### config.mk
export PLATFORM = sky130hd
export DESIGN_NAME = irq_capture_ctrl
export DESIGN_NICKNAME = d
export VERILOG_FILES = /design/src/rtl/irqc_pkg.sv /design/src/rtl/irqc_ctrl.sv /design/src/rtl/irqc_dpath.sv /design/src/rtl/irq_capture_ctrl.sv
export SDC_FILE = /design/constraint.sdc
export NUM_CORES = 1
export LEC_CHECK = 0
export ABC_AREA = 1
export BUFFER_PORTS_ARGS = -buffer_cell sky130_fd_sc_hd__buf_4
export CORE_MARGIN = 5
export CORE_UTILIZATION = 38
export CTS_BUF_LIST = sky130_fd_sc_hd__clkbuf_16
export DETAILED_ROUTE_END_ITERATION = 8
export GPL_TIMING_DRIVEN = 0
export PLACE_DENSITY = 0.8
export SKIP_CTS_REPAIR_TIMING = 1
export SLEW_MARGIN = 20
export SYNTH_ARGS = -nofsm -noshare
export SYNTH_HDL_FRONTEND = slang
export SYNTH_SLANG_ARGS = --single-unit
### constraint.sdc
create_clock -name clk -period 1.1 [get_ports clk]
set_input_delay 0.055 -clock clk [delete_from_list [all_inputs] [get_ports clk]]
set_output_delay 0.055 -clock clk [all_outputs]
set_load 0.1 [all_outputs]
### src/rtl/irqc_pkg.sv
package irqc_pkg;
  typedef enum logic [1:0] {
    SEL_NONE = 2'd0,
    SEL_CAP  = 2'd1,
    SEL_RAW  = 2'd2,
    SEL_EN   = 2'd3
  } regSel_e;

  typedef struct packed {
    logic    capWr;
    logic    rawWr;
    logic    enWr;
    logic    rdReq;
    regSel_e sel;
  } irqStrobe_t;
endpackage

### src/rtl/irqc_ctrl.sv
module irqc_ctrl
  import irqc_pkg::*;
#(
  parameter int ADDR_W = 8,
  parameter logic [ADDR_W-1:0] CAP_OFS = 8'h80,
  parameter logic [ADDR_W-1:0] RAW_OFS = 8'h84,
  parameter logic [ADDR_W-1:0] EN_OFS  = 8'h88
) (
  input  logic              clk,
  input  logic              rst_n,
  input  logic [ADDR_W-1:0] addr,
  input  logic              wrEn,
  input  logic              rdEn,
  output irqStrobe_t        strb,
  output logic              rdValid
);
  regSel_e selDec;

  always_comb begin
    if (addr == CAP_OFS)      selDec = SEL_CAP;
    else if (addr == RAW_OFS) selDec = SEL_RAW;
    else if (addr == EN_OFS)  selDec = SEL_EN;
    else                      selDec = SEL_NONE;
  end

  always_comb begin
    strb.sel   = selDec;
    strb.capWr = wrEn && (selDec == SEL_CAP);
    strb.rawWr = wrEn && (selDec == SEL_RAW);
    strb.enWr  = wrEn && (selDec == SEL_EN);
    strb.rdReq = rdEn;
  end

  always_ff @(posedge clk) begin
    if (!rst_n) rdValid <= 1'b0;
    else        rdValid <= rdEn;
  end

  // at most one write strobe per cycle, valid follows the read strobe
  a_r10_one_write: assert property (@(posedge clk) disable iff (!rst_n)
    $onehot0({strb.capWr, strb.rawWr, strb.enWr}));
  a_r10_valid_follows: assert property (@(posedge clk) disable iff (!rst_n)
    rdEn |=> rdValid);
endmodule

### src/rtl/irqc_dpath.sv
module irqc_dpath
  import irqc_pkg::*;
#(
  parameter int DATA_W = 32,
  parameter logic [DATA_W-1:0] IMPL_MASK = 32'h000D_0003,
  parameter logic [DATA_W-1:0] ERR_MASK  = 32'h000D_0000
) (
  input  logic              clk,
  input  logic              rst_n,
  input  logic [DATA_W-1:0] evtIn,
  input  logic [DATA_W-1:0] wrData,
  input  irqStrobe_t        strb,
  output logic [DATA_W-1:0] rdData,
  output logic              irqOut,
  output logic              errIrqOut
);
  logic [DATA_W-1:0] evtPrev;
  logic [DATA_W-1:0] rise;
  logic [DATA_W-1:0] setVec;
  logic [DATA_W-1:0] clrVec;
  logic [DATA_W-1:0] latch;
  logic [DATA_W-1:0] enReg;
  logic [DATA_W-1:0] masked;

  always_ff @(posedge clk) begin
    if (!rst_n) evtPrev <= '0;
    else        evtPrev <= evtIn;
  end

  assign rise   = evtIn & ~evtPrev;
  assign setVec = rise | (strb.rawWr ? wrData : '0);
  assign clrVec = strb.capWr ? wrData : '0;

  for (genvar i = 0; i < DATA_W; i++) begin : g_bit
    if (IMPL_MASK[i]) begin : g_impl
      always_ff @(posedge clk) begin
        if (!rst_n) begin
          latch[i] <= 1'b0;
          enReg[i] <= 1'b0;
        end else begin
          if (setVec[i])      latch[i] <= 1'b1;
          else if (clrVec[i]) latch[i] <= 1'b0;
          if (strb.enWr)      enReg[i] <= wrData[i];
        end
      end
    end else begin : g_tie
      assign latch[i] = 1'b0;
      assign enReg[i] = 1'b0;
    end
  end

  assign masked = latch & enReg;

  always_ff @(posedge clk) begin
    if (!rst_n) begin
      irqOut    <= 1'b0;
      errIrqOut <= 1'b0;
      rdData    <= '0;
    end else begin
      irqOut    <= |masked;
      errIrqOut <= |(masked & ERR_MASK);
      if (strb.rdReq) begin
        case (strb.sel)
          SEL_CAP: rdData <= masked;
          SEL_RAW: rdData <= latch;
          SEL_EN:  rdData <= enReg;
          default: rdData <= '0;
        endcase
      end
    end
  end

  // a rising implemented event is always latched, even against an acknowledge
  a_r9_event_wins: assert property (@(posedge clk) disable iff (!rst_n)
    |(rise & IMPL_MASK) |=> ((latch & $past(rise & IMPL_MASK)) == $past(rise & IMPL_MASK)));
  // acknowledged bits without a new rise are clear next cycle
  a_r4_ack_clears: assert property (@(posedge clk) disable iff (!rst_n)
    strb.capWr |=> ((latch & $past(wrData & ~rise)) == '0));
  // nothing masked in means the line is low next cycle
  a_r7_quiet_when_masked: assert property (@(posedge clk) disable iff (!rst_n)
    (masked == '0) |=> !irqOut);
  // the error line never stands alone
  a_r8_err_implies_irq: assert property (@(posedge clk) disable iff (!rst_n)
    errIrqOut |-> irqOut);
endmodule

### src/rtl/irq_capture_ctrl.sv
module irq_capture_ctrl
  import irqc_pkg::*;
#(
  parameter int DATA_W = 32,
  parameter int ADDR_W = 8,
  parameter logic [DATA_W-1:0] IMPL_MASK = 32'h000D_0003,
  parameter logic [DATA_W-1:0] ERR_MASK  = 32'h000D_0000
) (
  input  logic              clk,
  input  logic              rst_n,
  input  logic [DATA_W-1:0] evtIn,
  input  logic [ADDR_W-1:0] addr,
  input  logic              wrEn,
  input  logic [DATA_W-1:0] wrData,
  input  logic              rdEn,
  output logic [DATA_W-1:0] rdData,
  output logic              rdValid,
  output logic              irqOut,
  output logic              errIrqOut
);
  irqStrobe_t strb;

  irqc_ctrl #(.ADDR_W(ADDR_W)) u_ctrl (
    .clk(clk), .rst_n(rst_n), .addr(addr), .wrEn(wrEn), .rdEn(rdEn),
    .strb(strb), .rdValid(rdValid)
  );

  irqc_dpath #(.DATA_W(DATA_W), .IMPL_MASK(IMPL_MASK), .ERR_MASK(ERR_MASK)) u_dpath (
    .clk(clk), .rst_n(rst_n), .evtIn(evtIn), .wrData(wrData), .strb(strb),
    .rdData(rdData), .irqOut(irqOut), .errIrqOut(errIrqOut)
  );
endmodule

Word level (Yosys, flattened, before mapping)
Index checks and enable logic that the tools add are counted.

Equal/unequal tests: 6. Muxes and demuxes: 16. Bitwise operators: 4. Reductions and logical operators: 10.

Operators with widths (number): case mux 32 bit (3 select lines) (1); bitwise AND 20 bit (2); two-way mux 20 bit (2); OR reduction 32 bit (1); equality test 8 bit (second input constant) (3); inverter 20 bit (1); bitwise OR 20 bit (1); two-way mux 1 bit (10); nonzero test 2 bit (5); two-way mux 2 bit (3); equality test 2 bit (second input constant) (2); logical AND 1 bit (3); OR reduction 3 bit (1); equality test 2 x 1 -> 1 bit (second input constant) (1).

Register bits: 65. Input port bits: 76. Output and inout port bits: 35.

Logic depth before layout (Yosys ltp)
Gate-level depths: netlist of run 1.

Depth in word-level cells: 9. Mapped depth: 8.

By module
Synthesis of run 1 repeated with hierarchy kept, for this count alone.

Cell total of the unflattened synthesis: 189. Area total of the unflattened synthesis: 1256.2 µm².

Modules (own cells, without submodules): irqc_dpath (instances 1, cells each 159, area each 1103.6 µm², seq. area each 440.4 µm²); irqc_ctrl (instances 1, cells each 30, area each 152.6 µm², seq. area each 20.0 µm²).

Least setup slack after synthesis of run 1
OpenSTA, ideal clock, no wires.

Kind: register -> register. Start point: reg, netlist name u_dpath.rdData[0]. End point: reg u_dpath.rdData[0]. Library setup time: 69 ps. Arrival: 1226 ps. Required time: 1031 ps. Setup slack: -195 ps. Stages on the path, launching flop included: 3. Buffers on the path: 0. Path through: dfxtp_1 > nand2_1 > a21oi_2.

RTL lines: end signal, assigned (line irqc_dpath.sv:64) `SEL_CAP: rdData <= masked;`; end signal, assigned (line irqc_dpath.sv:65) `SEL_RAW: rdData <= latch;`; end signal, assigned (line irqc_dpath.sv:66) `SEL_EN: rdData <= enReg;`; end, declared (line irqc_dpath.sv:13) `output logic [DATA_W-1:0] rdData,`.

Worst setup path after layout of run 1
Start point: reg u_dpath.latch[19]. End point: reg u_dpath.errIrqOut.

Word-level cells in the longest chain between the ends: 2.

RTL lines: start, declared (line irqc_dpath.sv:21) `logic [DATA_W-1:0] latch;`; start signal, assigned by index (line irqc_dpath.sv:38) `latch[i] <= 1'b0;`; start signal, assigned by index (line irqc_dpath.sv:41) `if (setVec[i]) latch[i] <= 1'b1;`; start signal, assigned by index (line irqc_dpath.sv:42) `else if (clrVec[i]) latch[i] <= 1'b0;`; bitwise AND 20 bit (line irqc_dpath.sv:52) `assign masked = latch & enReg;`; OR reduction 3 bit (line irqc_dpath.sv:61) `errIrqOut <= |(masked & ERR_MASK);`; end signal, assigned (line irqc_dpath.sv:61); end, declared (line irqc_dpath.sv:15) `output logic errIrqOut`.

No other way between the ends. A chain may end at the register's enable or synchronous reset.

==> results.py, run 1 <==
metrics = {
    "min_path": {
        "min_path_cells": 3,
        "min_path_type": "input port to flip-flop",
    },
    "sta": {
        "fin_crit_sh_pct": 86.10,
        "finalClockSkew_ns": 0.005810,
        "max_freq_ghz": 1.056,
        "tightest_slew_ns": 0.5627,
        "drv_slew": 0,
        "finalCriticalPeriod_ns": 0.9471,
        "relSlewSlack_pct": 62.49,
        "rsz0062_at_grt": "no",
        "finalHoldViolations": 1,
        "tns_ns": 0,
        "finalSetupViolations": 0,
        "holdWs_ns": -0.01980,
    },
    "critical_path": {
        "critical_path_depth": 5,
        "path_delay_family": "flip-flops",
        "cpMaxStageDelayCell": "dfxtp_1",
        "r2r_cells": 5,
        "end_kind": "flip-flop",
        "critical_path_class": "flip-flop to flip-flop",
        "crit_path_frequent_cell": "inv_1",
        "timing.critical_path.cells": "nand2_1, inv_1, nor3_1, or2_2, inv_1",
        "max_stage_delay_ns": 0.39,
        "crit_arrival_ns": 1.15,
        "crit_required_ns": 1.30,
        "critical_path.startpoint_type": "flip-flop",
        "cp.buffers_inverters": 2,
        "path_max_fanout": 3,
        "rrSetupSlack_ns": 0.15,
    },
    "detailed_routing": {
        "wl_mm": 2.784,
        "avgViaCountPerCell": 4.024,
        "drt_drc_violations_left": 0,
        "drt_iter0_drc": 27,
        "detail-route-antenna-nets": 0,
        "wl_per_cell_um": 9.567,
        "vias": 1171,
        "first_pass_iters": 4,
    },
    "place": {
        "dp_hpwl_mm": 2.192,
        "gp_congestion": 0.8154,
        "dpl_cell_area_um2": 1692,
        "io_buffers": 29,
        "post-place-cells": 283,
    },
    "finish": {
        "fill_cells": 324,
        "final_net_count": 322,
        "post_route_cells_drive_above_1_share_pct": 34.69,
        "area_growth_pct": 38.23,
        "seqCellArea_um2": 466.7,
        "stdcell_area_um2": 1814,
        "layoutNonFillerInstCount": 291,
        "multiInputGateArea_um2": 633.1,
        "num_antenna_cells": 0,
        "final_util_pct": 54.37,
    },
    "yosys": {
        "yosysTopAreaCellShare_pct": 35.08,
        "ys_warn_count": 0,
        "synth-seq-area-share_pct": 35.08,
        "avgSynthCellArea_um2": 7.212,
        "synth-main-ff-cell": "dfxtp_1",
        "synth_cells": 182,
        "async_flop_share_pct": 0,
        "synth.largest_area_cell": "dfxtp_1",
        "synth.most_common_cell": "nand2_1",
        "synth_area_leaders": "dfxtp_1 (35%), buf_4 (15%), nand2_1 (12%), nand3_1 (8.4%), inv_1 (6.3%)",
        "ys_ff_latch": 23,
        "ys_types": 22,
        "synth.cell_area_um2": 1313,
        "synth_common_cells": "nand2_1 (41), buf_4 (27), dfxtp_1 (23)",
        "synth_edf_count": 0,
    },
    "floorplanning": {
        "die_w_um": 68.77,
        "core_um2": 3337,
        "die_y_um": 68.77,
        "die_area_um2": 4729,
        "initial_core_util_pct": 39.33,
        "io_pins": 111,
        "num_rows": 21,
    },
    "grt": {
        "grt_max_degree": 15,
        "grt_pass1_wl_mm": 4.478,
        "grt_usage_pct": 12.55,
        "grt_antenna_before_repair": 0,
        "grt_pass1_vias": 1071,
        "grt-ovfl-total": 0,
    },
    "clock_network": {
        "cts_tree": "built",
        "clockBufferDepth": 2,
        "cts-root-buf": "clkbuf_16",
        "path_clk_slew_ns": 0.06,
        "ctsHtreeMaxLevel": 1,
        "cts_buffers": 3,
        "cts.sink_count": 23,
        "clkLatencyLatePin_ns": 0.26,
    },
    "run_status": {
        "status": "complete, but fails checks",
        "violations": "negative hold slack",
    },
    "flow_run": {
        "max_cap_viol_count": 0,
    },
    "pwr": {
        "pwr_density_cell_nw_per_um2": 1294,
        "power.leakage_uw": 0.0009467,
        "net-switching-power_uw": 838.7,
        "p_int_uw": 1509,
        "power_frac_clock_pct": 33.7,
        "switching_share_pct": 35.73,
        "comb_power_share_pct": 29.0,
        "pwr-share-seq_pct": 37.3,
        "ir_drop_mv": 1.109,
    },
}
## worst register-to-register path: cells and delay by family, from the launching register on
kind | cells | cell delay (ns)
simple gates | 3 | 0.38
buf+inv | 2 | 0.12
flops | 1 | 0.39
## cell type report
class                           count  area share (%)
Buffer                             29           12.00
Clock buffer                        3           4.138
Clock inverter                      1          0.4138
Inverter                           26           5.448
Multi-Input combinational cell    130           34.90
Sequential cell                    23           25.72
Tap cell                           46           3.172
Timing Repair Buffer               33           14.21
## routing by layer
layer	vias to the layer above	track usage, %	wire length, um
met5	-	0	0
met4	0	4.136	26
met3	4	4.214	273
met2	41	22.77	1378
met1	486	13.58	1105
li1	640	-	-
## worst paths after layout
check                                     endpoint                from
worst max-delay path             u_dpath.errIrqOut   u_dpath.latch[19]
worst min register to register  u_dpath.rdData[16]  u_dpath.rdData[16]
worst max register to register   u_dpath.errIrqOut   u_dpath.latch[19]
worst min-delay path            u_dpath.evtPrev[0]            evtIn[0]
## per-stage QoR
step | worst slack [ns] | hold WS, ns | total power, uW
2_1_floorplan | 0.1287 | 0.1485 | 1460
3_3_place_gp | 0.03385 | 0.2409 | 1552
3_5_place_dp | 0.007073 | 0.2458 | 1556
4_1_cts | 0.1620 | -0.02205 | 2346
5_1_grt | 0.07791 | 0.01387 | 2446
6_report | 0.1529 | -0.01980 | 2348
## power groups by stage
stage | sequential [uW] | combinational, uW | clock (uW)
6_report | 876 | 681 | 791
5_1_grt | 877 | 716 | 852
4_1_cts | 875 | 666 | 805
3_5_place_dp | 893 | 663 | 0
3_3_place_gp | 892 | 660 | 0
2_1_floorplan | 903 | 556 | 0
## cell families after synthesis
group	synth area share, %
AO/OA/AOI/OAI	9.247
buffers and inverters	24.12
flip-flops	35.08
other	0.2857
AND/OR/NAND/NOR	31.27
## placed cells by master (no fill, tap or decap), types with 5 or more instances in the layout
cell / n
conb_1: 27
nor2_1: 5
inv_1: 22
nor2_4: 5
buf_4: 56
a21oi_1: 16
nand3_1: 22
dfxtp_1: 18
dfxtp_2: 5
nand2_1: 41
## registers in the layout, summed over array words and instances (netlist names)
| name | count |
|---|---|
| u_dpath.rdData | 5 |
| u_dpath.enReg | 5 |
| u_ctrl.rdValid | 1 |
| u_dpath.latch | 5 |
| u_dpath.irqOut | 1 |
| u_dpath.errIrqOut | 1 |
| u_dpath.evtPrev | 5 |
Power figures use the tool's default switching activity.
==> inputs of run 2 (changes only) <==
--- a/config.mk
+++ b/config.mk
@@ -5,14 +5,13 @@
 export SDC_FILE = /design/constraint.sdc
 export NUM_CORES = 1
 export LEC_CHECK = 0
-export ABC_AREA = 1
+export ABC_AREA = 0
 export BUFFER_PORTS_ARGS = -buffer_cell sky130_fd_sc_hd__buf_4
-export CORE_MARGIN = 5
 export CORE_UTILIZATION = 38
 export CTS_BUF_LIST = sky130_fd_sc_hd__clkbuf_16
 export DETAILED_ROUTE_END_ITERATION = 8
 export GPL_TIMING_DRIVEN = 0
-export PLACE_DENSITY = 0.8
+export PLACE_DENSITY = 0.79
 export SKIP_CTS_REPAIR_TIMING = 1
 export SLEW_MARGIN = 20
 export SYNTH_ARGS = -nofsm -noshare
==> run 2 against run 1 <==
The flow now finishes without violations. Clock power is 0.9% lower. Clock skew is 0.0039 ns lower. Register-to-register slack hardly changed. Fmax is 8.4% lower. Utilization is 0.13 points lower. Combinational power is 7.0% higher.
==> results.py, run 2 <==
metrics = {
    "finish": {
        "num_antenna_cells": 0,
        "seqCellArea_um2": 469.2,
        "stdcell_area_um2": 1824,
        "area_growth_pct": 36.52,
        "post_route_cells_drive_above_1_share_pct": 40.39,
        "multiInputGateArea_um2": 724.4,
        "layoutNonFillerInstCount": 249,
        "final_util_pct": 54.24,
        "final_net_count": 280,
        "final_cell_mix": "buf_4 (59), conb_1 (27), dfxtp_1 (16)",
        "fill_cells": 325,
        "layout_commonest_cell": "buf_4",
    },
    "pwr": {
        "ir_drop_mv": 0.5543,
        "pwr_density_cell_nw_per_um2": 1310,
        "power.leakage_uw": 0.0008057,
    },
    "yosys": {
        "synth_edf_count": 0,
        "synth-seq-area-share_pct": 34.46,
        "synth.largest_area_cell": "dfxtp_1",
        "synth.most_common_cell": "buf_4",
        "avgSynthCellArea_um2": 9.410,
        "ys_warn_count": 0,
        "synth_cells": 142,
        "ys_types": 26,
        "synth.cell_area_um2": 1336,
        "yosysTopAreaCellShare_pct": 34.46,
        "ys_ff_latch": 23,
        "synth_area_leaders": "dfxtp_1 (34%), buf_4 (16%), nand4_1 (4.7%), nor3_2 (3.7%), a21boi_0 (3.4%)",
        "synth_common_cells": "buf_4 (28), dfxtp_1 (23), nand4_1 (10)",
        "async_flop_share_pct": 0,
        "synth-main-ff-cell": "dfxtp_1",
    },
    "detailed_routing": {
        "wl_per_cell_um": 10.98,
        "vias": 1161,
        "drt_drc_violations_left": 0,
        "drt_iter0_drc": 45,
        "detail-route-antenna-nets": 0,
        "avgViaCountPerCell": 4.663,
        "first_pass_iters": 4,
        "wl_mm": 2.735,
    },
    "critical_path": {
        "critical_path.startpoint_type": "input port",
        "critical_path_class": "input port to flip-flop",
        "cpMaxStageDelayCell": "or4b_4",
        "crit_arrival_ns": 1.17,
        "path_max_fanout": 10,
        "end_kind": "flip-flop",
        "rrSetupSlack_ns": 0.15,
        "crit_required_ns": 1.24,
        "timing.critical_path.cells": "buf_4, or4b_4, buf_6, o31ai_2, a21boi_1",
        "max_stage_delay_ns": 0.53,
    },
    "sta": {
        "finalSetupViolations": 0,
        "finalHoldViolations": 0,
        "finalClockSkew_ns": 0.001923,
        "drv_slew": 0,
        "finalCriticalPeriod_ns": 1.034,
        "tightest_slew_ns": 0.5239,
        "max_freq_ghz": 0.9674,
        "fin_crit_sh_pct": 93.97,
        "relSlewSlack_pct": 64.76,
        "tns_ns": 0,
    },
    "floorplanning": {
        "initial_core_util_pct": 39.73,
        "die_area_um2": 3758,
        "core_um2": 3363,
        "num_rows": 21,
        "die_w_um": 61.30,
        "io_pins": 111,
        "die_y_um": 61.30,
    },
    "place": {
        "post-place-cells": 243,
        "io_buffers": 29,
        "gp_congestion": 0.8097,
        "dpl_cell_area_um2": 1715,
        "dp_hpwl_mm": 2.063,
    },
    "clock_network": {
        "ctsHtreeMaxLevel": 1,
        "cts_tree": "built",
        "clkLatencyLatePin_ns": 0.25,
        "path_clk_slew_ns": 0.06,
        "cts-root-buf": "clkbuf_16",
        "clockBufferDepth": 2,
        "cts_buffers": 3,
        "cts.sink_count": 23,
    },
    "grt": {
        "grt-ovfl-total": 0,
        "grt_antenna_before_repair": 0,
        "grt_pass1_vias": 971,
        "grt_pass1_wl_mm": 4.402,
        "grt_max_degree": 14,
        "grt_usage_pct": 15.91,
    },
    "run_status": {
        "status": "finished clean",
    },
    "min_path": {
        "min_path_type": "input port to flip-flop",
    },
    "flow_run": {
        "max_cap_viol_count": 0,
    },
}
run 2: cell count changes after synthesis, sizes merged, moves of 6 or more:
| cell | previous run | this run |
|---|---|---|
| nand2b | 0 | 6 |
| a21boi | 0 | 12 |
| nand3 | 24 | 0 |
| nand2 | 43 | 0 |
| nor2b | 0 | 7 |
| inv | 25 | 5 |
| nor2 | 10 | 2 |
| a21oi | 20 | 0 |
| nand4 | 0 | 10 |
run 2: layout make-up:
class | count | share of cell area (%)
multi-input cells | 106 | 39.71
flip-flops and latches | 23 | 25.72
plain buffers | 34 | 13.24
repair buffers | 31 | 12.76
clock buffers | 3 | 4.115
well taps | 46 | 3.155
inverters | 5 | 1.029
clock inverters | 1 | 0.2743
run 2: cells by family after synthesis:
family          Yosys count  synth area share [%]
buf+inv                  39                 19.47
compound gates           34                 20.69
flops                    23                 34.46
simple gates             45                 25.09
other cells               1                0.2806
run 2: stage by stage:
step | hold WS (ns) | power (uW) | setup WS [ns]
after floorplan | 0.1767 | 1499 | -0.0001832
after global placement | 0.2669 | 1605 | -0.1764
after detailed placement | 0.2692 | 1610 | -0.2133
after CTS | 0.006726 | 2397 | 0.008140
after global routing | 0.009281 | 2475 | -0.01357
final | 0.006790 | 2389 | 0.06632
run 2: worst paths after layout:
| path | from | end | cells past startpoint |
|---|---|---|---|
| setup / recovery | addr[1] | u_dpath.enReg[18] | 5 |
| hold / removal | evtIn[0] | u_dpath.evtPrev[0] | 2 |
| setup reg to reg | u_dpath.latch[16] | u_dpath.irqOut | 2 |
| hold reg to reg | u_dpath.rdData[16] | u_dpath.rdData[16] | 2 |
run 2: power breakdown:
| group | switching, uW | internal (uW) |
|---|---|---|
| Sequential | 16.1 | 860 |
| Combinational | 539 | 189 |
| Clock | 295 | 489 |
run 2: critical path: cells and delay by family:
kind | cells | cell delay (ns)
AND/OR/NAND/NOR | 1 | 0.53
AO/OA/AOI/OAI | 2 | 0.30
buffers and inverters | 2 | 0.29
run 2: metal layers:
metal / up-vias / GRT usage, % / share of wire, %
met5: - / 0 / 0
li1: 586 / - / -
met2: 46 / 25.78 / 46
met1: 523 / 21.08 / 45
met3: 6 / 2.311 / 6.7
met4: 0 / 6.818 / 1.6
